### src/rtl/thermal_pkg.sv
package thermal_pkg;
    localparam int NUM_LVL = 3;
    localparam int STEP_W  = $clog2(NUM_LVL + 1);

    typedef struct packed {
        logic shut;
    } latch_state_t;
endpackage

### src/rtl/thermal_hyst_det.sv
module thermal_hyst_det #(
    parameter int TEMP_W = 9,
    parameter int TRIP   = 125,
    parameter int REL    = 115
) (
    input  logic                     clk,
    input  logic                     rst_n,
    input  logic signed [TEMP_W-1:0] temp_i,
    output logic                     active_o
);
    localparam logic signed [TEMP_W-1:0] TRIP_V = TRIP[TEMP_W-1:0];
    localparam logic signed [TEMP_W-1:0] REL_V  = REL[TEMP_W-1:0];

    logic act_d, act_q;

    always_comb begin
        act_d = act_q;
        if (temp_i >= TRIP_V)
            act_d = 1'b1;
        else if (temp_i < REL_V)
            act_d = 1'b0;
    end

    always_ff @(posedge clk or negedge rst_n) begin
        if (!rst_n) act_q <= 1'b0;
        else        act_q <= act_d;
    end

    assign active_o = act_q;

    // reaching the trip point sets the state on the next edge
    a_r2_trip_sets: assert property (@(posedge clk) disable iff (!rst_n)
        (temp_i >= TRIP_V) |=> active_o);

    // active state held while at or above release
    a_r3_hold_above_rel: assert property (@(posedge clk) disable iff (!rst_n)
        (active_o && temp_i >= REL_V) |=> active_o);

    // below release clears it
    a_r3_clear_below_rel: assert property (@(posedge clk) disable iff (!rst_n)
        (temp_i < REL_V) |=> !active_o);
endmodule

### src/rtl/thermal_sd_latch.sv
module thermal_sd_latch
    import thermal_pkg::*;
(
    input  logic clk,
    input  logic rst_n,
    input  logic hot_i,
    input  logic restart_i,
    output logic shut_o
);
    latch_state_t st_d, st_q;

    always_comb begin
        st_d = st_q;
        if (hot_i)
            st_d.shut = 1'b1;
        else if (restart_i)
            st_d.shut = 1'b0;
    end

    always_ff @(posedge clk or negedge rst_n) begin
        if (!rst_n) st_q <= '0;
        else        st_q <= st_d;
    end

    assign shut_o = st_q.shut;

    // a hot detector always leads to a latched shutdown
    a_r6_hot_latches: assert property (@(posedge clk) disable iff (!rst_n)
        hot_i |=> shut_o);

    // without a restart the latch never drops
    a_r6_sticky: assert property (@(posedge clk) disable iff (!rst_n)
        (shut_o && !restart_i) |=> shut_o);

    // restart while hot is ignored
    a_r7_restart_hot_ignored: assert property (@(posedge clk) disable iff (!rst_n)
        (shut_o && hot_i && restart_i) |=> shut_o);

    // restart with no latch leaves it clear unless heat arrives
    a_r8_idle_restart: assert property (@(posedge clk) disable iff (!rst_n)
        (!shut_o && !hot_i && restart_i) |=> !shut_o);
endmodule

### src/rtl/thermal_guard.sv
module thermal_guard
    import thermal_pkg::*;
#(
    parameter int TEMP_W     = 9,
    parameter int WARN1_TRIP = 125,
    parameter int WARN2_TRIP = 135,
    parameter int WARN3_TRIP = 145,
    parameter int WARN_HYST  = 10,
    parameter int SD_TRIP    = 155,
    parameter int SD_REL     = 145,
    parameter int STATUS_W   = 8,
    parameter int WARN_LSB   = 5
) (
    input  logic                     clk,
    input  logic                     rst_n,
    input  logic signed [TEMP_W-1:0] temp_i,
    input  logic                     restart_i,
    output logic                     warn_o,
    output logic [NUM_LVL-1:0]       warn_lvl_o,
    output logic [STEP_W-1:0]        gain_step_o,
    output logic [STATUS_W-1:0]      status_o,
    output logic                     shutdown_o,
    output logic                     fault_o,
    output logic                     hiz_o
);
    logic [NUM_LVL-1:0] lvl;
    logic               sd_hot;
    logic               shut;

    for (genvar g = 0; g < NUM_LVL; g++) begin : g_lvl
        localparam int TRIP_G = (g == 0) ? WARN1_TRIP :
                                (g == 1) ? WARN2_TRIP : WARN3_TRIP;
        thermal_hyst_det #(
            .TEMP_W (TEMP_W),
            .TRIP   (TRIP_G),
            .REL    (TRIP_G - WARN_HYST)
        ) u_det (
            .clk      (clk),
            .rst_n    (rst_n),
            .temp_i   (temp_i),
            .active_o (lvl[g])
        );
    end

    thermal_hyst_det #(
        .TEMP_W (TEMP_W),
        .TRIP   (SD_TRIP),
        .REL    (SD_REL)
    ) u_sd_det (
        .clk      (clk),
        .rst_n    (rst_n),
        .temp_i   (temp_i),
        .active_o (sd_hot)
    );

    thermal_sd_latch u_latch (
        .clk       (clk),
        .rst_n     (rst_n),
        .hot_i     (sd_hot),
        .restart_i (restart_i),
        .shut_o    (shut)
    );

    always_comb begin
        gain_step_o = '0;
        for (int i = 0; i < NUM_LVL; i++)
            gain_step_o = gain_step_o + STEP_W'(lvl[i]);
        status_o = '0;
        status_o[WARN_LSB +: NUM_LVL] = lvl;
    end

    assign warn_lvl_o = lvl;
    assign warn_o     = lvl[0];
    assign shutdown_o = shut;
    assign fault_o    = shut;
    assign hiz_o      = shut;

    // levels from separate detectors form a thermometer code
    a_r4_thermometer: assert property (@(posedge clk) disable iff (!rst_n)
        (lvl[2] |-> lvl[1]) and (lvl[1] |-> lvl[0]));

    // shutdown detector hot implies the top reports shutdown next cycle
    a_r6_sd_visible: assert property (@(posedge clk) disable iff (!rst_n)
        sd_hot |=> (shutdown_o && hiz_o && fault_o));
endmodule

### config.mk
export PLATFORM = sky130hd
export DESIGN_NAME = thermal_guard
export DESIGN_NICKNAME = d
export VERILOG_FILES = /design/src/rtl/thermal_pkg.sv /design/src/rtl/thermal_hyst_det.sv /design/src/rtl/thermal_sd_latch.sv /design/src/rtl/thermal_guard.sv
export SDC_FILE = /design/constraint.sdc
export NUM_CORES = 1
export LEC_CHECK = 0
export BUFFER_PORTS_ARGS = -buffer_cell sky130_fd_sc_hd__buf_2
export CAP_MARGIN = 20
export CORE_AREA = 3 3 40 42
export DETAILED_ROUTE_END_ITERATION = 16
export DIE_AREA = 0 0 43 45
export PLACE_DENSITY = 0.71
export SLEW_MARGIN = 20
export SYNTH_ARGS = -nofsm -noshare
export SYNTH_HDL_FRONTEND = slang
export SYNTH_SLANG_ARGS = --single-unit
### constraint.sdc
create_clock -name clk -period 3 [get_ports clk]
set_input_delay 0.15 -clock clk [delete_from_list [all_inputs] [get_ports clk]]
set_output_delay 0.15 -clock clk [all_outputs]
set_load 0.01 [all_outputs]
==> out/qor.csv <==
metric;value;unit
final_cell_mix;buf_2 (23), conb_1 (5), dfrtp_1 (5), inv_1 (3), clkbuf_4 (3);
grt_pass1_vias;312;
syn_area;384;sq um
hold_viol;0;
setup_viol;0;
drive_above_1_share;47.5;%
nFillCells;134;
synthFlopType;dfrtp_1;
power_leakage;0.270;nW
wirelength_met1;333;um
start_kind;flop;
die_w;43;um
num-nets-final;73;
htreeDepth;1;
setup-tns-final;0;ns
antenna_found_initial;0;
wl_met2;321;um
clkLatencyLatePin;0.24;ns
regArea;125;sq um
grt_pass1_wl;1.24;mm
fin_crit_sh;49.4;%
ant_nets;0;
path_class;reg -> out;
min_period;1.48;ns
firstDrtPassIters;4;
ys_ff_latch;5;
fp-row-count;13;
port_buffers;23;
rsz0062_at_grt;no;
grt_overflow;0;
route.met3.wl;114;um
avgViaCountPerCell;4.46;
finClkSkew;0.0000378;ns
cts.sink_count;5;
area_growth;22.8;%
timing.fmax;675;MHz
p_total;0.203;mW
initial_core_util;29.9;%
wirelength;770;um
p_per_area;430;nW/um^2
top_layer;met3;
drt_iter0_markers;6;
crit_chain;fa_1 > buf_2;
hold_class;in -> reg;
drc;0;
final_max_slew_viol_count;0;
die_area;1940;sq um
crit_required;2.85;ns
yosys_warnings;0;
wl_per_cell;10.4;um
cts.clk_slew.worst_paths;0.04;ns
multi_input_area;165;sq um
route.vias.total;330;
core_region_area;1280;sq um
track_usage;8.89;%
cpPeakStageDelay;0.55;ns
clockBufferDepth;2;
cp_data_arrival_time;1.33;ns
synth-edff-count;0;
root_buffer;clkbuf_4;
place_congestion;0.773;
irDropWorstVdd;0.131;mV
slowest_stage;fa_1;
cts_buffers;3;
cp-end-kind;output port;
drv_cap;0;
status;complete, no violations;
syn_area_per_cell;9.60;sq um
seq_area_frac_synth;32.6;%
grt_max_degree;6;
die-height;45;um
cts_tree;done;
ioPinCount;29;
synthArstFlopShare;100;%
synth_cells;40;
yosysUniqueCellTypes;19;
final_common_cell;buf_2;
num_antenna_cells;0;
path_max_fanout;5;
-- cells in the mapped netlist (2+ instances only) --
master / count / share of area, %
a21o_1: 2 / 3.9
inv_1: 3 / 2.9
a21oi_1: 2 / 2.6
buf_4: 13 / 25
or4_1: 2 / 3.9
dfrtp_1: 5 / 33
-- cells by family after synthesis --
kind of cell / Yosys count / share of synthesized area [%]
AOI/OAI and AO/OA: 11 / 23.1
adders and majority gates: 1 / 5.21
buffers and inverters: 16 / 28.3
DFF: 5 / 32.6
other: 1 / 0.976
and+or+nand+nor: 6 / 9.77
-- state kept, by name, indices dropped and copies added (netlist names) --
name	flops
g_lvl.u_det.active_o	3
u_sd_det.active_o	1
u_latch.shut_o	1
-- what timing repair did --
item,in CTS,in global routing
endpoints found under the hold margin,5,0
hold buffers,1,0
buffers inserted,0,0
resized for setup,0,0
-- worst max-delay path: cells and delay by family (launching register included) --
family | cells | cell delay (ns)
flip-flops | 1 | 0.42
buffers and inverters | 1 | 0.12
adder cells (fa/ha/maj) | 1 | 0.55
-- worst paths after layout --
path                                                      from                             endpoint  slack, ns  cells after the start
max reg2reg                      u_sd_det.active_o$_DFFE_PN0P_        u_sd_det.active_o$_DFFE_PN0P_       2.03                      2
min                                                  temp_i[8]  g_lvl[0].u_det.active_o$_DFFE_PN0P_       0.09                      2
min in group asynchronous                                rst_n  g_lvl[0].u_det.active_o$_DFFE_PN0P_       0.27                      2
max in group asynchronous                                rst_n           u_latch.shut_o$_DFFE_PN0P_       2.61                      2
min reg2reg                      u_sd_det.active_o$_DFFE_PN0P_           u_latch.shut_o$_DFFE_PN0P_       0.46                      1
max                        g_lvl[0].u_det.active_o$_DFFE_PN0P_                       gain_step_o[0]       1.52                      2
-- power breakdown --
part           internal [mW]  switching [mW]  total, mW
clock                 0.0501          0.0254     0.0755
sequential            0.0726         0.00487     0.0775
combinational         0.0224          0.0276     0.0500
-- area by class of cell --
type,count,share of cell area (%)
well taps,15,3.98
flip-flops and latches,5,26.5
clock buffers,4,5.57
repair buffers,24,26.5
inverters,3,2.39
multi-input cells,23,35.0
-- per-stage QoR --
stage	hold slack (ns)	instance area [sq um]	worst slack, ns	utilization [%]	std cells
2_1_floorplan	-0.146	399	1.81	-	44
6_report	0.0872	472	1.52	36.7	74
3_5_place_dp	-0.0322	435	1.68	33.9	69
5_1_grt	0.0903	472	1.48	36.7	74
4_1_cts	0.0766	472	1.50	36.7	74
3_3_place_gp	-0.0353	435	1.72	33.9	69
-- routing by layer --
layer | vias up | global-route usage (%)
met5 | - | 0
met1 | 136 | 10.8
met2 | 27 | 12.9
li1 | 167 | -
met4 | 0 | 9.04
met3 | 0 | 1.59
No activity file was read; power rests on OpenSTA's default activity.
